[config.mk]
export PLATFORM = sky130hd
export DESIGN_NAME = gpio_subpkt_proc
export DESIGN_NICKNAME = d
export VERILOG_FILES = /design/src/rtl/gsp_pkg.sv /design/src/rtl/gsp_parser.sv /design/src/rtl/gsp_exec.sv /design/src/rtl/gsp_reply_tx.sv /design/src/rtl/gpio_subpkt_proc.sv
export SDC_FILE = /design/constraint.sdc
export NUM_CORES = 1
export LEC_CHECK = 0
export BUFFER_PORTS_ARGS = -buffer_cell sky130_fd_sc_hd__buf_2
export CAP_MARGIN = 10
export CORE_MARGIN = 4
export CORE_UTILIZATION = 47
export CTS_BUF_LIST = sky130_fd_sc_hd__clkbuf_4
export CTS_CLUSTER_DIAMETER = 30
export DETAILED_ROUTE_END_ITERATION = 7
export PLACE_DENSITY = 0.7
export SYNTH_ARGS = -nofsm -noshare
export SYNTH_HDL_FRONTEND = slang
export SYNTH_HIERARCHICAL = 1
export SYNTH_SLANG_ARGS = --single-unit
[constraint.sdc]
create_clock -name clk -period 8.6 [get_ports clk]
set_clock_uncertainty 0.15 [all_clocks]
set_input_delay 1.72 -clock clk [delete_from_list [all_inputs] [get_ports clk]]
set_output_delay 1.72 -clock clk [all_outputs]
set_load 0.02 [all_outputs]
[src/rtl/gsp_pkg.sv]
// Package: shared constants of the GPIO subpacket processor.
// Assumes byte-wide headers and big-endian 16-bit fields.
package gsp_pkg;
    localparam logic [7:0] OP_DIR     = 8'd17;
    localparam logic [7:0] OP_SEL     = 8'd18;
    localparam logic [7:0] OP_RD      = 8'd19;
    localparam logic [7:0] OP_WR      = 8'd20;
    localparam logic [7:0] OP_STRM    = 8'd21;
    localparam logic [7:0] REPLY_FLAG = 8'h80;
    localparam logic [7:0] HDR_LEN    = 8'd4;
    localparam logic [7:0] CMD_LEN    = 8'd12;
    localparam logic [7:0] ACK_LEN    = 8'd4;
    localparam logic [7:0] RDREP_LEN  = 8'd8;
    localparam int unsigned VAL_W     = 16;
    localparam int unsigned REP_BYTES = 8;
endpackage

[src/rtl/gsp_parser.sv]
// Module: gsp_parser
// Walks subpackets in a byte stream and captures header and body fields.
// Raises done for one cycle after the last byte of each complete subpacket.
// Assumes a subpacket length of at least HDR_LEN; a smaller length halts
// the frame. Fields hold their value until the next subpacket overwrites them.
module gsp_parser
    import gsp_pkg::*;
#(
    parameter int unsigned NUM_SEL = 16
) (
    input  logic                 clk,
    input  logic                 rst_n,
    input  logic                 in_valid,
    input  logic [7:0]           in_data,
    input  logic                 in_sof,
    input  logic                 in_eof,
    output logic                 done,
    output logic [7:0]           f_op,
    output logic [7:0]           f_len,
    output logic [7:0]           f_rid,
    output logic [7:0]           f_bank,
    output logic [VAL_W-1:0]     f_val,
    output logic [VAL_W-1:0]     f_msk,
    output logic [NUM_SEL*8-1:0] f_sels
);
    localparam int unsigned SEL_W = NUM_SEL * 8;

    logic       active_q;
    logic [7:0] idx_q;
    logic [7:0] pos;
    logic       take;
    logic       halt_now;
    logic       end_now;

    // Position of the current byte inside its subpacket, and frame decisions.
    always_comb begin
        pos      = in_sof ? 8'd0 : idx_q;
        take     = in_valid && (in_sof || active_q);
        halt_now = (pos == 8'd1) && (in_data < HDR_LEN);
        end_now  = (pos >= 8'd3) && (pos == f_len - 8'd1);
    end

    // Frame/subpacket walk state and the one-cycle completion pulse.
    always_ff @(posedge clk) begin
        if (!rst_n) begin
            active_q <= 1'b0;
            idx_q    <= 8'd0;
            done     <= 1'b0;
        end else begin
            done <= 1'b0;
            if (take) begin
                active_q <= !(halt_now || in_eof);
                if (end_now) begin
                    done  <= 1'b1;
                    idx_q <= 8'd0;
                end else begin
                    idx_q <= pos + 8'd1;
                end
            end
        end
    end

    // Header and fixed-position body field capture.
    always_ff @(posedge clk) begin
        if (!rst_n) begin
            f_op   <= 8'd0;
            f_len  <= 8'd0;
            f_rid  <= 8'd0;
            f_bank <= 8'd0;
            f_val  <= '0;
            f_msk  <= '0;
        end else if (take) begin
            case (pos)
                8'd0: f_op   <= in_data;
                8'd1: f_len  <= in_data;
                8'd2: f_rid  <= in_data;
                8'd3: f_bank <= in_data;
                8'd4: f_val[15:8] <= in_data;
                8'd5: f_val[7:0]  <= in_data;
                8'd6: f_msk[15:8] <= in_data;
                8'd7: f_msk[7:0]  <= in_data;
                default: ;
            endcase
        end
    end

    // Select entry capture: entry k comes from body byte HDR_LEN+k.
    always_ff @(posedge clk) begin
        if (!rst_n) begin
            f_sels <= '0;
        end else if (take) begin
            for (int k = 0; k < NUM_SEL; k++) begin
                if (pos == 8'(4 + k)) f_sels[k*8 +: 8] <= in_data;
            end
        end
    end


    // completion never repeats on consecutive cycles, since lengths are at least 4
    done_single_chk: assert property (@(posedge clk) disable iff (!rst_n)
        done |=> !done);


    // a halting length byte leaves the walker inactive for the rest of the frame
    halt_idle_chk: assert property (@(posedge clk) disable iff (!rst_n)
        (take && halt_now && !in_sof) |=> !active_q);

    logic unused_w;
    assign unused_w = ^SEL_W;
endmodule

[src/rtl/gsp_exec.sv]
// Module: gsp_exec
// Decodes a completed subpacket, raises one GPIO strobe for a valid
// command, keeps the per-frame reply budget, and builds the reply bytes.
// Assumes done is a single-cycle pulse with the fields stable while it is high.
module gsp_exec
    import gsp_pkg::*;
#(
    parameter int unsigned NUM_SEL = 16
) (
    input  logic                   clk,
    input  logic                   rst_n,
    input  logic                   done,
    input  logic [7:0]             f_op,
    input  logic [7:0]             f_len,
    input  logic [7:0]             f_rid,
    input  logic [VAL_W-1:0]       rd_data,
    input  logic                   frame_start,
    input  logic [7:0]             reply_space,
    output logic                   dir_we,
    output logic                   sel_we,
    output logic                   rd_req,
    output logic                   wr_we,
    output logic                   stream_we,
    output logic                   rep_load,
    output logic [REP_BYTES*8-1:0] rep_bytes,
    output logic [3:0]             rep_size
);
    localparam logic [7:0] SEL_LEN = 8'(4 + NUM_SEL);

    logic [7:0] space_q;
    logic       known;
    logic [7:0] need;
    logic       cmd_ok;
    logic [7:0] rsz;
    logic       fits;

    // Command validity, strobe selection and reply admission.
    always_comb begin
        known     = (f_op >= OP_DIR) && (f_op <= OP_STRM);
        need      = (f_op == OP_SEL) ? SEL_LEN : CMD_LEN;
        cmd_ok    = done && known && (f_len >= need);
        rsz       = (f_op == OP_RD) ? RDREP_LEN : ACK_LEN;
        fits      = rsz <= space_q;
        dir_we    = cmd_ok && (f_op == OP_DIR);
        sel_we    = cmd_ok && (f_op == OP_SEL);
        rd_req    = cmd_ok && (f_op == OP_RD);
        wr_we     = cmd_ok && (f_op == OP_WR);
        stream_we = cmd_ok && (f_op == OP_STRM);
        rep_load  = cmd_ok && fits;
        rep_size  = rsz[3:0];
    end

    // Reply byte image, byte k in bits [8k+7:8k].
    always_comb begin
        rep_bytes        = '0;
        rep_bytes[7:0]   = f_op | REPLY_FLAG;
        rep_bytes[15:8]  = rsz;
        rep_bytes[23:16] = f_rid;
        rep_bytes[31:24] = 8'd1;
        rep_bytes[55:48] = rd_data[15:8];
        rep_bytes[63:56] = rd_data[7:0];
    end

    // Reply budget: reloaded at frame start, consumed by each sent reply.
    always_ff @(posedge clk) begin
        if (!rst_n)           space_q <= 8'd0;
        else if (frame_start) space_q <= reply_space;
        else if (rep_load)    space_q <= space_q - rsz;
    end


    // at most one strobe toward the bank in any cycle
    one_strobe_chk: assert property (@(posedge clk) disable iff (!rst_n)
        $onehot0({dir_we, sel_we, rd_req, wr_we, stream_we}));


    // the budget only shrinks within a frame
    space_mono_chk: assert property (@(posedge clk) disable iff (!rst_n)
        !frame_start |=> space_q <= $past(space_q));


    // no strobe without a completed subpacket
    strobe_needs_done_chk: assert property (@(posedge clk) disable iff (!rst_n)
        (dir_we || sel_we || rd_req || wr_we || stream_we) |-> done);
endmodule

[src/rtl/gsp_reply_tx.sv]
// Module: gsp_reply_tx
// Holds one reply subpacket and shifts it out one byte per cycle.
// Assumes a new reply is loaded only after the previous one has drained,
// which the minimum command length guarantees.
module gsp_reply_tx
    import gsp_pkg::*;
(
    input  logic                   clk,
    input  logic                   rst_n,
    input  logic                   rep_load,
    input  logic [REP_BYTES*8-1:0] rep_bytes,
    input  logic [3:0]             rep_size,
    output logic                   out_valid,
    output logic [7:0]             out_data,
    output logic                   out_last
);
    logic [REP_BYTES*8-1:0] buf_q;
    logic [3:0]             cnt_q;

    // Load a reply image or shift the next byte into the output slot.
    always_ff @(posedge clk) begin
        if (!rst_n) begin
            buf_q <= '0;
            cnt_q <= 4'd0;
        end else if (rep_load) begin
            buf_q <= rep_bytes;
            cnt_q <= rep_size;
        end else if (cnt_q != 4'd0) begin
            buf_q <= {8'd0, buf_q[REP_BYTES*8-1:8]};
            cnt_q <= cnt_q - 4'd1;
        end
    end

    // Output byte view of the shift buffer.
    always_comb begin
        out_valid = cnt_q != 4'd0;
        out_data  = buf_q[7:0];
        out_last  = cnt_q == 4'd1;
    end


    // a reply is never loaded over one still draining
    reply_overrun_chk: assert property (@(posedge clk) disable iff (!rst_n)
        rep_load |-> cnt_q == 4'd0);


    // reply bytes are contiguous until the last one
    reply_burst_chk: assert property (@(posedge clk) disable iff (!rst_n)
        (out_valid && !out_last) |=> out_valid);
endmodule

[src/rtl/gpio_subpkt_proc.sv]
// Module: gpio_subpkt_proc (top)
// GPIO control subpacket processor: parser walks subpackets, exec issues
// strobes and admits replies, reply_tx streams the reply bytes.
// Assumes no back-pressure on the reply stream.
module gpio_subpkt_proc
    import gsp_pkg::*;
#(
    parameter int unsigned NUM_SEL = 16
) (
    input  logic                 clk,
    input  logic                 rst_n,
    input  logic                 in_valid,
    input  logic [7:0]           in_data,
    input  logic                 in_sof,
    input  logic                 in_eof,
    input  logic [7:0]           reply_space,
    input  logic [15:0]          gpio_rd_data,
    output logic [7:0]           gpio_bank,
    output logic [15:0]          gpio_value,
    output logic [15:0]          gpio_mask,
    output logic [NUM_SEL*8-1:0] gpio_sels,
    output logic                 gpio_dir_we,
    output logic                 gpio_sel_we,
    output logic                 gpio_rd_req,
    output logic                 gpio_wr_we,
    output logic                 gpio_stream_we,
    output logic                 out_valid,
    output logic [7:0]           out_data,
    output logic                 out_last
);
    logic                   done;
    logic [7:0]             f_op;
    logic [7:0]             f_len;
    logic [7:0]             f_rid;
    logic                   rep_load;
    logic [REP_BYTES*8-1:0] rep_bytes;
    logic [3:0]             rep_size;
    logic                   frame_start;

    assign frame_start = in_valid && in_sof;

    gsp_parser #(.NUM_SEL(NUM_SEL)) u_parser (
        .clk(clk), .rst_n(rst_n),
        .in_valid(in_valid), .in_data(in_data), .in_sof(in_sof), .in_eof(in_eof),
        .done(done), .f_op(f_op), .f_len(f_len), .f_rid(f_rid),
        .f_bank(gpio_bank), .f_val(gpio_value), .f_msk(gpio_mask), .f_sels(gpio_sels)
    );

    gsp_exec #(.NUM_SEL(NUM_SEL)) u_exec (
        .clk(clk), .rst_n(rst_n),
        .done(done), .f_op(f_op), .f_len(f_len), .f_rid(f_rid),
        .rd_data(gpio_rd_data), .frame_start(frame_start), .reply_space(reply_space),
        .dir_we(gpio_dir_we), .sel_we(gpio_sel_we), .rd_req(gpio_rd_req),
        .wr_we(gpio_wr_we), .stream_we(gpio_stream_we),
        .rep_load(rep_load), .rep_bytes(rep_bytes), .rep_size(rep_size)
    );

    gsp_reply_tx u_tx (
        .clk(clk), .rst_n(rst_n),
        .rep_load(rep_load), .rep_bytes(rep_bytes), .rep_size(rep_size),
        .out_valid(out_valid), .out_data(out_data), .out_last(out_last)
    );
endmodule

# --- Word level (Yosys, flattened, before mapping) ---
# Index checks and enable logic that the tools add are counted.
word_totals:
  word_cells: 117
  input_bits: 37
  rom_bits: 0
  mem_bits_rw: 0
  mem_count: 0
  latch_bits: 0
  reg_bits: 246
  output_inout_bits: 183
classes:
  eq_ne: 26
  div: 0
  reduce_logical: 42
  multipliers: 0
  mux: 11
  n_bitwise: 1
  shifts: 0
  addsub: 4
  order_cmp: 6
op_table:
  columns: ["operator", "count"]
  rows:
  - ["64-bit two-way mux", 2]
  - ["8-bit by 5-bit equality test with 1-bit output, second input constant", 9]
  - ["8-bit by 4-bit equality test with 1-bit output, second input constant", 8]
  - ["2-bit AND reduction", 21]
  - ["8-bit by 3-bit equality test with 1-bit output, second input constant", 4]
  - ["8-bit two-way mux", 4]
  - ["8-bit by 2-bit equality test with 1-bit output, second input constant", 2]
  - ["1-bit logical AND", 13]
  - ["4-bit two-way mux", 3]
  - ["8-bit by 1-bit adder with 8-bit output, second input constant", 1]
  - ["8-bit by 1-bit equality test with 1-bit output, second input constant", 1]
  - ["8-bit equality test", 1]
  - ["8-bit by 2-bit >= comparator with 1-bit output, second input constant", 1]
  - ["8-bit by 5-bit >= comparator with 1-bit output, second input constant", 1]
  - ["8-bit >= comparator", 1]
  - ["8-bit by 5-bit less-or-equal comparator with 1-bit output, second input constant", 1]
  - ["8-bit less-or-equal comparator", 1]
  - ["8-bit zero test", 1]
  - ["8-bit by 3-bit < comparator with 1-bit output, second input constant", 1]
  - ["8-bit by 1-bit subtractor with 8-bit output, second input constant", 1]
  - ["8-bit subtractor", 1]
  - ["5-bit two-way mux", 1]
  - ["4-bit by 1-bit equality test with 1-bit output, second input constant", 1]
  - ["2-bit nonzero test", 2]
  - ["other kinds (7)", 8]

# --- Logic depth before layout (Yosys ltp) ---
# Gate-level depths: netlist of the first run.
logic_depth:
  ltp_word: 7
  depth_mapped: 15
  ltp_nobuf: 12

# --- Hierarchy ---
# Netlist of the first run, hierarchy kept.
by_module_without_submodules:
  columns: ["module", "area_each_um2", "cells_each", "seq_area_each_um2", "instances"]
  rows:
  - ["gsp_parser", 6945.4, 743, 3403.3, 1]
  - ["gsp_reply_tx", 2917.8, 383, 1361.3, 1]
  - ["gsp_exec", 1221.2, 152, 160.2, 1]
  - ["gpio_subpkt_proc", 6.3, 1, 0.0, 1]

# --- Least setup slack after synthesis of the first run ---
# No wires, ideal clock.
synth_timing:
  path_kind: "register to output"
  start: "reg u_parser.f_op[5]"
  end: "out gpio_dir_we"
  arrival_ps: 2173
  stages_incl_launch_ff: 10
  slack_ps: 4557
  cell_sequence: "dfxtp_1 nand2b_4 nor4_1 nand2_1 or3_1 ha_1 or4_4 a21oi_4 nor4_1 nor3b_1"
synth_via:
  elab_chain_len: 5
synth_lines:
  columns: ["element", "line", "text"]
  rows:
  - ["from (decl)", "gsp_parser.sv:18", "output logic [7:0] f_op,"]
  - ["from (signal assigned)", "gsp_parser.sv:74", "8'd0: f_op <= in_data;"]
  - ["8-bit by 5-bit equality test with 1-bit output, or another cell as far along", "gsp_exec.sv:40", "need = (f_op == OP_SEL) ? SEL_LEN : CMD_LEN;"]
  - ["5-bit two-way mux / 1-bit logical AND (equally long branches)", "gsp_exec.sv:40, gsp_exec.sv:39", null]
  - ["8-bit >= comparator / 1-bit logical AND (equally long branches)", "gsp_exec.sv:41", "cmd_ok = done && known && (f_len >= need);"]
  - ["1-bit logical AND", "gsp_exec.sv:41", null]
  - ["1-bit logical AND *", "gsp_exec.sv:44", "dir_we = cmd_ok && (f_op == OP_DIR);"]
  - ["to (decl)", "gpio_subpkt_proc.sv:22", "output logic gpio_dir_we,"]
# Mark *: on every way between the ends. The rest lies on a longest branch, timed or not.

# --- Worst setup path after layout of the first run ---
layout_timing:
  start: "reg u_parser.f_op[4]"
  end: "out gpio_dir_we"
# Same word-level chain as after synthesis.

==> metrics.md, run 1 <==
| Metric | Value |
|---|---|
| Status | `finished, final reports clean` |
| Layout Area Growth over Synthesis | `12.4%` |
| Final max-slew violation count | `0` |
| Die width | `162 µm` |
| CP startpoint kind | `flop` |
| Cells after Synth | `approximately 1.3k` |
| Number of synthesized flops with an enable pin | `0` |
| Yosys cell types | `64` |
| Crit path DAT | `3.19 ns` |
| CTS tree | `built` |
| Latest clock arrival within the worst-skew pair | `between 0.6 and 0.7 ns` |
| CP required | `about 6.7 ns` |
| WL/cell | `roughly 17 µm` |
| Routability Congestion | `approximately 0.84` |
| Post-CTS sizing | `0` |
| Unrepaired setup endpoints after global routing | `no` |
| Worst reg2reg setup slack | `between 4 and 5 ns` |
| Via count | `between 9k and 10k` |
| Post-synthesis sequential area ratio | `approximately 44%` |
| Number of global-route vias before repair | `8920` |
| Async SR Flop Fraction | `0%` |
| Critical path capture point type | `output port` |
| Final hold vios | `0` |
| Main synth FF type | `dfxtp_1` |
| Overall power | `approximately 2.5 mW` |
| Drt initial violations | `about 700` |
| Bufs on Longest Clock Path | `3` |
| FF-to-FF Start | `u_parser/f_op[4]$_SDFFE_PN0P_` |
| Number of vias per cell | `5.13` |
| Hold path start | `u_parser/f_sels[119]$_SDFFE_PN0P_` |
| Port Buffers | `about 220` |
| DR WL met2 | `roughly 13000 µm` |
| M1 WL | `13000 µm` |
| Top Metal Used | `met4` |
| Final setup viols | `0` |
| Final setup TNS | `0 ns` |
| Crit Path Class | `flop to output port` |
| Synthesis Warnings | `6` |
| Hpwl dp | `~19000 µm` |
| Hold_ws | `between 0.3 and 0.4 ns` |
| R2R depth | `13` |
| Leakage | `between 5 and 6 nW` |
| # hold bufs at CTS | `0` |
| Slew HR | `22.2%` |
| ANT nets after route | `0` |
| #FFs+latches synth | `about 250` |
| Hold Crit Depth | `2` |
| DRC Markers | `0` |
| Starting density of the core | `48.4%` |
| Peak Freq | `a little under 200 MHz` |
| Pre-CTS setup slack | `a little over 4 ns` |
| Routed WL | `slightly below 30000 µm` |
| PwrDens | `between 200 and 250 nW/µm²` |
| Fin worst setup slack | `between 3 and 4 ns` |
| Total core area | `22900 µm²` |
| H-tree Lvls | `3` |
| Post-Syn Area | `11100 µm²` |
| Max_cap viols | `0` |
| VDD IR max | `0.000156 V` |
| Number of iterations in the first detailed-routing pass | `5` |
| Hold crit path type | `flop to flop` |
| Num CTS Buffers | `71` |
| Clock slew at reported path FFs | `roughly 0.06 ns` |
| # rows | `55` |
| Initial antenna violation count | `1` |
| WL met3 | `around 2500 µm` |
| DIE AREA | `26100 µm²` |
| First-pass GRT wire length | `47100 µm` |
| CP Max Fanout | `4` |
| Clock sink count | `246` |
| Synthesized area per cell | `~8.7 µm²` |
| Worst R2R End | `u_tx/cnt_q[3]$_SDFFE_PN0P_` |
| Hold EP | `u_parser/f_sels[119]$_SDFFE_PN0P_` |
| Largest net degree at the start of global routing | `between 100 and 150` |
| Root Driver | `clkbuf_4` |
| Grt ovf | `0` |
| Share of layout cells above drive strength 1 | `around a quarter` |
| Final worst-path cycle share | `roughly three fifths` |
| Die Height | `162 µm` |
| Ports | `220` |
| Min Tclk post-route | `between 5 and 6 ns` |
| Final nets | `around 1.5k` |
| Total track usage | `22.0%` |
| # Post-CTS Setup Buffers | `0` |
| Worst slew pin tran | `about 1.2 ns` |
-- state kept, by name, summed over array words and instances (netlist names) --
signal             cells
u_exec/space_q         8
u_parser/active_q      1
u_parser/done          1
u_parser/f_bank        8
u_parser/f_len         8
u_parser/f_op          8
u_parser/f_rid         8
u_parser/f_sels      128
u_parser/idx_q         8
u_tx/buf_q            64
u_tx/cnt_q             4
-- critical path: stages (launching register included) --
cell      delay (ns)
dfxtp_1         0.39
nand2b_4        0.07
nor4_1          0.25
nand2_1         0.11
or3_1           0.38
ha_1            0.20
or4_4           0.54
a21oi_4         0.20
nor4_1          0.09
nor3b_1         0.15
buf_2           0.17
-- stage by stage --
step / utilization (%) / std cells / cell area (µm²)
after floorplan: - / 1310 / 11200
after global placement: 50.6 / 1657 / 11600
after detailed placement: 50.6 / 1657 / 11600
after CTS: 54.4 / 1779 / 12500
final: 54.4 / 1780 / 12500
after global routing: 54.4 / 1780 / 12500
-- kinds of logic (layout without fill, tap and decap cells) --
| family | Yosys count | after routing | share of synthesized area, % |
|---|---|---|---|
| compound gates | 198 | 198 | 10.9 |
| xor+xnor | 14 | 14 | 1.31 |
| fa+ha+maj | 13 | 13 | 1.53 |
| buf+inv | 212 | 368 | 11.2 |
| flops | 246 | 246 | 44.4 |
| mux | 131 | 131 | 11.8 |
| other cells | 2 | 34 | 0.0677 |
| simple gates | 463 | 463 | 18.8 |
-- layout by cell type, fill, tap and decap left out, drive strengths merged, types with 24 or more instances in the layout --
| cell | count |
|---|---|
| dfxtp | 246 |
| a31oi | 58 |
| nor2 | 153 |
| buf | 225 |
| nand2 | 218 |
| a21oi | 37 |
| mux2i | 131 |
| o21ai | 65 |
| inv | 24 |
| clkbuf | 101 |
| conb | 33 |
-- synth_stat cells (all sizes together), types with 4 or more instances --
cell type | instances | share of area [%]
a21boi | 9 | 0.61
mux2i | 131 | 12
ha | 12 | 1.4
or3 | 4 | 0.23
a211oi | 5 | 0.47
o211ai | 5 | 0.34
and2 | 11 | 0.62
nor3 | 9 | 0.59
a31oi | 58 | 3.3
nand3 | 23 | 1.0
nor4 | 8 | 0.89
o21ai | 65 | 2.9
nor3b | 6 | 0.45
a21oi | 37 | 1.8
xnor2 | 11 | 0.94
nand2b | 4 | 0.29
o2111ai | 4 | 0.43
inv | 21 | 0.71
buf | 131 | 8.4
nor2 | 153 | 5.2
clkbuf | 60 | 2.0
nand2 | 218 | 7.6
nor2b | 8 | 0.45
dfxtp | 246 | 44
-- power by group --
group	total (mW)	internal [mW]	leakage, nW	switching [mW]
combinational	0.284	0.0651	3.38	0.219
sequential	1.17	1.15	1.98	0.0139
clock	1.04	0.548	0.524	0.495
total	2.49	1.77	5.88	0.728
-- metal layers --
layer,track usage (%),vias up
li1,-,4478
met1,28.2,4307
met2,34.4,307
met3,7.96,47
met4,7.46,0
met5,0,-
-- area by class of cell --
class	instances	area (µm²)
diodes	1	2.50
clock buffers	101	758
clock inverters	21	116
fillers	2162	10500
inverters	21	81.3
multi-input cells	852	5050
flip-flops and latches	246	4920
well taps	313	392
repair buffers	225	1140
-- how the worst max path moves through the flow --
| stage | start | end | slack, ns | cells past startpoint |
|---|---|---|---|---|
| floorplan | u_parser/f_op[5]$_SDFFE_PN0P_ | gpio_dir_we | 4.56 | 9 |
| global placement | rst_n | u_parser/idx_q[3]$_SDFFE_PN0P_ | 4.00 | 6 |
| detailed placement | rst_n | u_parser/idx_q[1]$_SDFFE_PN0P_ | 4.02 | 6 |
| CTS | u_parser/f_op[4]$_SDFFE_PN0P_ | gpio_dir_we | 3.50 | 10 |
| global route | u_parser/f_op[4]$_SDFFE_PN0P_ | gpio_dir_we | 3.32 | 10 |
| finish | u_parser/f_op[4]$_SDFFE_PN0P_ | gpio_dir_we | 3.54 | 10 |
Note: power is estimated with default switching activity, not from simulation.
==> run 2: changes to the inputs <==
==> constraint.sdc (replaced) <==
create_clock -name clk -period 4.7 [get_ports clk]
set_clock_uncertainty 0.15 [all_clocks]
set_input_delay 0.94 -clock clk [delete_from_list [all_inputs] [get_ports clk]]
set_output_delay 0.94 -clock clk [all_outputs]
set_load 0.02 [all_outputs]
==> metrics.md, run 2 (synthesized netlist as in run 1, its figures left out) <==
| Metric | Value |
|---|---|
| Status | `finished, final reports clean (unchanged)` |
| Largest stage delay, worst path | `0.54 ns (about the same)` |
| Clock slew at reported path FFs | `0.06 ns (about the same)` |
| ANT nets after route | `0 (unchanged)` |
| Latest clock arrival within the worst-skew pair | `0.65 ns (about the same)` |
| Peak Freq | `~240 MHz` |
| First-pass GRT wire length | `46700 µm (was 47100 µm)` |
| Initial antenna violation count | `1 (unchanged)` |
| Via count | `9044 (was 9139)` |
| Worst slew pin tran | `0.771 ns (was 1.17 ns)` |
| Max_cap viols | `0 (unchanged)` |
| PwrDens | `369 nW/µm² (was 200 nW/µm²)` |
| Final setup TNS | `0 ns (unchanged)` |
| Min Tclk post-route | `4.21 ns` |
| Crit path depth | `10 (unchanged)` |
| CTS tree | `built (unchanged)` |
| Final worst-path cycle share | `89.7%` |
| Port Buffers | `219 (unchanged)` |
| H-tree Lvls | `3 (unchanged)` |
| Crit path DAT | `3.12 ns (was 3.19 ns)` |
| Ports | `220 (unchanged)` |
| CP startpoint kind | `flop (unchanged)` |
| # rows | `55 (unchanged)` |
| Register ranked first by flip-flop count | `u_parser/f_sels (unchanged)` |
| Leading cell type in the layout, fill and taps excluded | `dfxtp_1 (unchanged)` |
| Unrepaired setup endpoints after global routing | `no (unchanged)` |
| Share of layout cells above drive strength 1 | `25.0% (was 25.5%)` |
| Worst reg2reg setup slack | `1.00 ns (was 4.38 ns)` |
| Final hold vios | `0 (unchanged)` |
| Grt ovf | `0 (unchanged)` |
| Overall power | `4.60 mW (was 2.49 mW)` |
| Num CTS Buffers | `68 (was 71)` |
| Root Driver | `clkbuf_4 (unchanged)` |
| Critical path capture point type | `output port (unchanged)` |
| Final max-slew violation count | `0 (unchanged)` |
| Most frequent cells in the layout | `dfxtp_1 (246), buf_2 (219), nand2_1 (210) (unchanged)` |
| Number of global-route vias before repair | `8900 (was 8920)` |
| # hold bufs at CTS | `0 (unchanged)` |
| Leakage | `5.88 nW (about the same)` |
| DRC Markers | `0 (unchanged)` |
| Largest registers | `u_parser/f_sels: 128 flops, u_tx/buf_q: 64 flops (unchanged)` |
| Crit Path Class | `flop to output port (unchanged)` |
| Post-CTS sizing | `0 (unchanged)` |
| FF-to-FF Start | `u_parser/f_op[4]$_SDFFE_PN0P_ (unchanged)` |
| Total core area | `22900 µm² (unchanged)` |
| Buf/Inv on CP | `1 (unchanged)` |
| CP dominant cell by count | `nor4_1 (unchanged)` |
| Crit. Startpoint | `u_parser/f_op[4]$_SDFFE_PN0P_ (unchanged)` |
| Total track usage | `21.8% (was 22.0%)` |
| Final setup viols | `0 (unchanged)` |
| Die Height | `162 µm (unchanged)` |
| WL/cell | `16.5 µm (was 16.6 µm)` |
| Number of vias per cell | `5.11 (was 5.13)` |
| CP required | `3.61 ns (was 6.73 ns)` |
| Hold Crit Depth | `2 (unchanged)` |
| Final nets | `1466 (was 1467)` |
| Cells along the critical path | `nand2b_4, nor4_1, nand2_1, or3_1, ha_1, or4_4, a21oi_4, nor4_1, nor3b_1, buf_2 (unchanged)` |
| Slew HR | `48.6% (was 22.2%)` |
| VDD IR max | `0.000268 V (was 0.000156 V)` |
| Slowest cell on the critical path | `or4_4 (unchanged)` |
| Worst path top cell family by delay | `simple AND/OR/NAND/NOR gates (unchanged)` |
| Layout Area Growth over Synthesis | `12.4% (about the same)` |
| Starting density of the core | `48.4% (unchanged)` |
| R2R depth | `13 (unchanged)` |
| Largest register FFs | `128 (unchanged)` |
| Clock sink count | `246 (unchanged)` |
| # Post-CTS Setup Buffers | `0 (unchanged)` |
| CP endpoint | `gpio_dir_we (unchanged)` |
| Fillers | `2132 (was 2162)` |
| DIE AREA | `26100 µm² (unchanged)` |
| Die width | `162 µm (unchanged)` |
| Worst R2R End | `u_tx/buf_q[40]$_SDFFE_PN0P_ (was u_tx/cnt_q[3]$_SDFFE_PN0P_)` |
| Drt initial violations | `623 (was 697)` |
| Routed WL | `29200 µm (was 29500 µm)` |
| Number of iterations in the first detailed-routing pass | `5 (unchanged)` |
| Largest net degree at the start of global routing | `82 (was 123)` |
| Routability Congestion | `0.862 (was 0.836)` |
| Hold crit path type | `flop to flop (unchanged)` |
| CP Max Fanout | `4 (unchanged)` |
| Bufs on Longest Clock Path | `3 (unchanged)` |
| Hpwl dp | `18800 µm (about the same)` |
## run 2: per-stage QoR
step	cell area, µm²	setup WS (ns)	util [%]	hold slack, ns	std cells
after floorplan	11200	1.44	-	0.299	1310
after global placement	11600	1.14	50.7	0.285	1659
after detailed placement	11600	1.02	50.7	0.292	1659
after CTS	12500	0.464	54.4	0.298	1769
after global routing	12500	0.233	54.4	0.318	1770
final	12500	0.486	54.4	0.297	1770
## run 2: final cells by class
class | count | area, µm² | share of cell area, %
Sequential cell | 246 | 4920 | 39.5
Multi-Input combinational cell | 852 | 5050 | 40.5
Clock buffer | 95 | 713 | 5.72
Clock inverter | 15 | 139 | 1.11
Tap cell | 313 | 392 | 3.14
Timing Repair Buffer | 227 | 1170 | 9.37
Antenna cell | 1 | 2.50 | 0.0201
Inverter | 21 | 81.3 | 0.652
## run 2: layer usage
metal / global-route usage, % / up-vias / wire (µm)
met5: 0 / - / 0
met4: 6.31 / 0 / 376
met3: 8.22 / 38 / 2500
met2: 34.2 / 278 / 13200
met1: 28.1 / 4254 / 13100
li1: - / 4474 / -
## run 2: worst min-delay path by stage
stage	start	endpoint
2_1_floorplan	u_tx/buf_q[56]$_SDFFE_PN0P_	u_tx/buf_q[48]$_SDFFE_PN0P_
3_3_place_gp	u_parser/f_sels[103]$_SDFFE_PN0P_	u_parser/f_sels[103]$_SDFFE_PN0P_
3_5_place_dp	u_parser/f_sels[98]$_SDFFE_PN0P_	u_parser/f_sels[98]$_SDFFE_PN0P_
4_1_cts	u_tx/buf_q[62]$_SDFFE_PN0P_	u_tx/buf_q[54]$_SDFFE_PN0P_
5_1_grt	u_parser/f_sels[101]$_SDFFE_PN0P_	u_parser/f_sels[101]$_SDFFE_PN0P_
6_report	u_tx/buf_q[62]$_SDFFE_PN0P_	u_tx/buf_q[54]$_SDFFE_PN0P_
## run 2: power breakdown
part / internal [mW] / switching, mW
registers: 2.11 / 0.0267
clock network: 1.09 / 0.857
logic: 0.120 / 0.396
## run 2: worst register-to-register path, stage by stage, from the launching register on
cell and delay, ns:
dfxtp_1 0.39, nand2b_4 0.07, nor4_1 0.17, nand2_1 0.12, or3_1 0.42, inv_1 0.15
fa_1 0.25, nor3b_1 0.23, nor4b_1 0.45, nor4_4 0.07, inv_2 0.45, buf_4 0.40
o21ai_0 0.14, a31oi_1 0.18
==> run 3: changes to the inputs <==
--- a/config.mk
+++ b/config.mk
@@ -7,7 +7,7 @@
 export LEC_CHECK = 0
 export BUFFER_PORTS_ARGS = -buffer_cell sky130_fd_sc_hd__buf_2
 export CAP_MARGIN = 10
-export CORE_MARGIN = 4
+export CORE_MARGIN = 8
 export CORE_UTILIZATION = 47
 export CTS_BUF_LIST = sky130_fd_sc_hd__clkbuf_4
 export CTS_CLUSTER_DIAMETER = 30
==> constraint.sdc (replaced) <==
create_clock -name clk -period 4.7 [get_ports clk]
set_clock_uncertainty 0.15 [all_clocks]
set_input_delay 0.94 -clock clk [delete_from_list [all_inputs] [get_ports clk]]
set_output_delay 0.94 -clock clk [all_outputs]
set_load 0.005 [all_outputs]
==> metrics.md, run 3 (synthesized netlist as in run 1, its figures left out) <==
| Metric | Value |
|---|---|
| Min Tclk post-route | `4.21 ns (about the same)` |
| Most frequent cells in the layout | `dfxtp_1 (246), buf_2 (219), nand2_1 (210) (unchanged)` |
| Crit path DAT | `3.12 ns (about the same)` |
| VDD IR max | `0.000464 V (was 0.000268 V)` |
| Bufs on Longest Clock Path | `3 (unchanged)` |
| Die width | `170 µm (was 162 µm)` |
| Final setup viols | `0 (unchanged)` |
| Crit Path Class | `flop to output port (unchanged)` |
| Hold Crit Depth | `2 (unchanged)` |
| Critical path capture point type | `output port (unchanged)` |
| Share of layout cells above drive strength 1 | `25.2% (was 25.0%)` |
| Number of vias per cell | `5.11 (about the same)` |
| Via count | `9137 (was 9044)` |
| Hold_ws | `0.299 ns (was 0.297 ns)` |
| Max_cap viols | `0 (unchanged)` |
| Peak Freq | `237 MHz (about the same)` |
| Final setup TNS | `0 ns (unchanged)` |
| # rows | `56 (was 55)` |
| R2R depth | `14 (was 13)` |
| CTS tree | `built (unchanged)` |
| Met1 global-route usage | `24.2% (was 28.1%)` |
| Overall power | `4.60 mW (about the same)` |
| Drt initial violations | `668 (was 623)` |
| Largest register FFs | `128 (unchanged)` |
| Storage element area | `4920 µm² (unchanged)` |
| Leading cell type in the layout, fill and taps excluded | `dfxtp_1 (unchanged)` |
| Leakage | `5.90 nW (was 5.88 nW)` |
| Hpwl dp | `19200 µm (was 18800 µm)` |
| Fillers | `2184 (was 2132)` |
| CP startpoint kind | `flop (unchanged)` |
| PwrDens | `367 nW/µm² (was 369 nW/µm²)` |
| # hold bufs at CTS | `0 (unchanged)` |
| Unrepaired setup endpoints after global routing | `no (unchanged)` |
| H-tree Lvls | `3 (unchanged)` |
| Worst slew pin tran | `0.848 ns (was 0.771 ns)` |
| Final max-slew violation count | `0 (unchanged)` |
| ANT nets after route | `0 (unchanged)` |
| DRC Markers | `0 (unchanged)` |
| Port Buffers | `219 (unchanged)` |
| Slew HR | `43.5% (was 48.6%)` |
| Status | `finished, final reports clean (unchanged)` |
| Total track usage | `19.8% (was 21.8%)` |
| Layout Area Growth over Synthesis | `12.8% (was 12.4%)` |
| Routed WL | `29400 µm (was 29200 µm)` |
| First-pass GRT wire length | `46700 µm (about the same)` |
| Final hold vios | `0 (unchanged)` |
| Multi-input logic area | `5050 µm² (unchanged)` |
| Die Height | `170 µm (was 162 µm)` |
| DIE AREA | `28800 µm² (was 26100 µm²)` |
| Final worst-path cycle share | `89.6% (was 89.7%)` |
| Final nets | `1467 (was 1466)` |
| Fin area | `12500 µm² (about the same)` |
| GR Util met3 | `7.79% (was 8.22%)` |
| Post-Layout Cell Count | `1789 (was 1770)` |
| Clock sink count | `246 (unchanged)` |
| Routability Congestion | `0.846 (was 0.862)` |
| CP Max Fanout | `4 (unchanged)` |
| Starting density of the core | `47.5% (was 48.4%)` |
| Hold crit path type | `flop to flop (unchanged)` |
| CP required | `3.61 ns (about the same)` |
| # Post-CTS Setup Buffers | `0 (unchanged)` |
| Grt ovf | `0 (unchanged)` |
| Initial antenna violation count | `1 (unchanged)` |
| GRT met2 Usage | `31.3% (was 34.2%)` |
| Largest net degree at the start of global routing | `108 (was 82)` |
| Global routing's busiest layer | `met2 (unchanged)` |
| Largest registers | `u_parser/f_sels: 128 flops, u_tx/buf_q: 64 flops (unchanged)` |
| Root Driver | `clkbuf_4 (unchanged)` |
| Placement Cell Area | `11600 µm² (about the same)` |
| Post-CTS sizing | `0 (unchanged)` |
| Num CTS Buffers | `71 (was 68)` |
| WL/cell | `16.4 µm (was 16.5 µm)` |
| Register ranked first by flip-flop count | `u_parser/f_sels (unchanged)` |
| Ports | `220 (unchanged)` |
| Latest clock arrival within the worst-skew pair | `0.65 ns (about the same)` |
| Total core area | `23300 µm² (was 22900 µm²)` |
| Clock slew at reported path FFs | `0.06 ns (about the same)` |
| Number of iterations in the first detailed-routing pass | `7 (was 5)` |
| Placed cells | `1663 (was 1659)` |
| Number of global-route vias before repair | `8922 (was 8900)` |
run 3: cell type report:
type	count	area share, %
inverters	21	0.650
repair buffers	225	9.32
diodes	1	0.0200
flip-flops and latches	246	39.4
clock inverters	29	1.37
well taps	319	3.19
multi-input cells	852	40.3
clock buffers	96	5.76
run 3: power by group:
part	total, mW	switching [mW]	internal (mW)	leakage [nW]
clock network	1.95	0.932	1.02	0.525
logic	0.511	0.390	0.121	3.39
registers	2.13	0.0253	2.11	1.98
run 3: through the flow:
stage / util, % / worst slack (ns)
after global placement: 49.8 / 1.09
after global routing: 53.6 / 0.302
after floorplan: - / 1.49
after CTS: 53.6 / 0.432
final: 53.6 / 0.488
after detailed placement: 49.8 / 0.987
run 3: path summary, 6_finish.rpt:
check | startpoint | end | slack, ns
max | u_parser/f_op[5]$_SDFFE_PN0P_ | gpio_dir_we | 0.49
min | u_parser/f_sels[108]$_SDFFE_PN0P_ | u_parser/f_sels[108]$_SDFFE_PN0P_ | 0.30
max reg2reg | u_parser/f_op[5]$_SDFFE_PN0P_ | u_tx/buf_q[31]$_SDFFE_PN0P_ | 0.93
min reg2reg | u_parser/f_sels[108]$_SDFFE_PN0P_ | u_parser/f_sels[108]$_SDFFE_PN0P_ | 0.30
run 3: per-layer routing:
layer  wire, µm  up-vias
li1           -     4485
met1      12700     4287
met2      13600      328
met3       2640       37
met4        479        0
met5          0        -
run 3: worst max-delay path, cell delays in order (launching register included):
cell and delay (ns):
dfxtp_1 0.33, nand2b_4 0.14, nor4_1 0.17, nand2_1 0.10, or3_1 0.37, ha_1 0.21, or4_4 0.54, a21oi_4 0.20
nor4_1 0.10, nor3b_1 0.18, buf_2 0.15
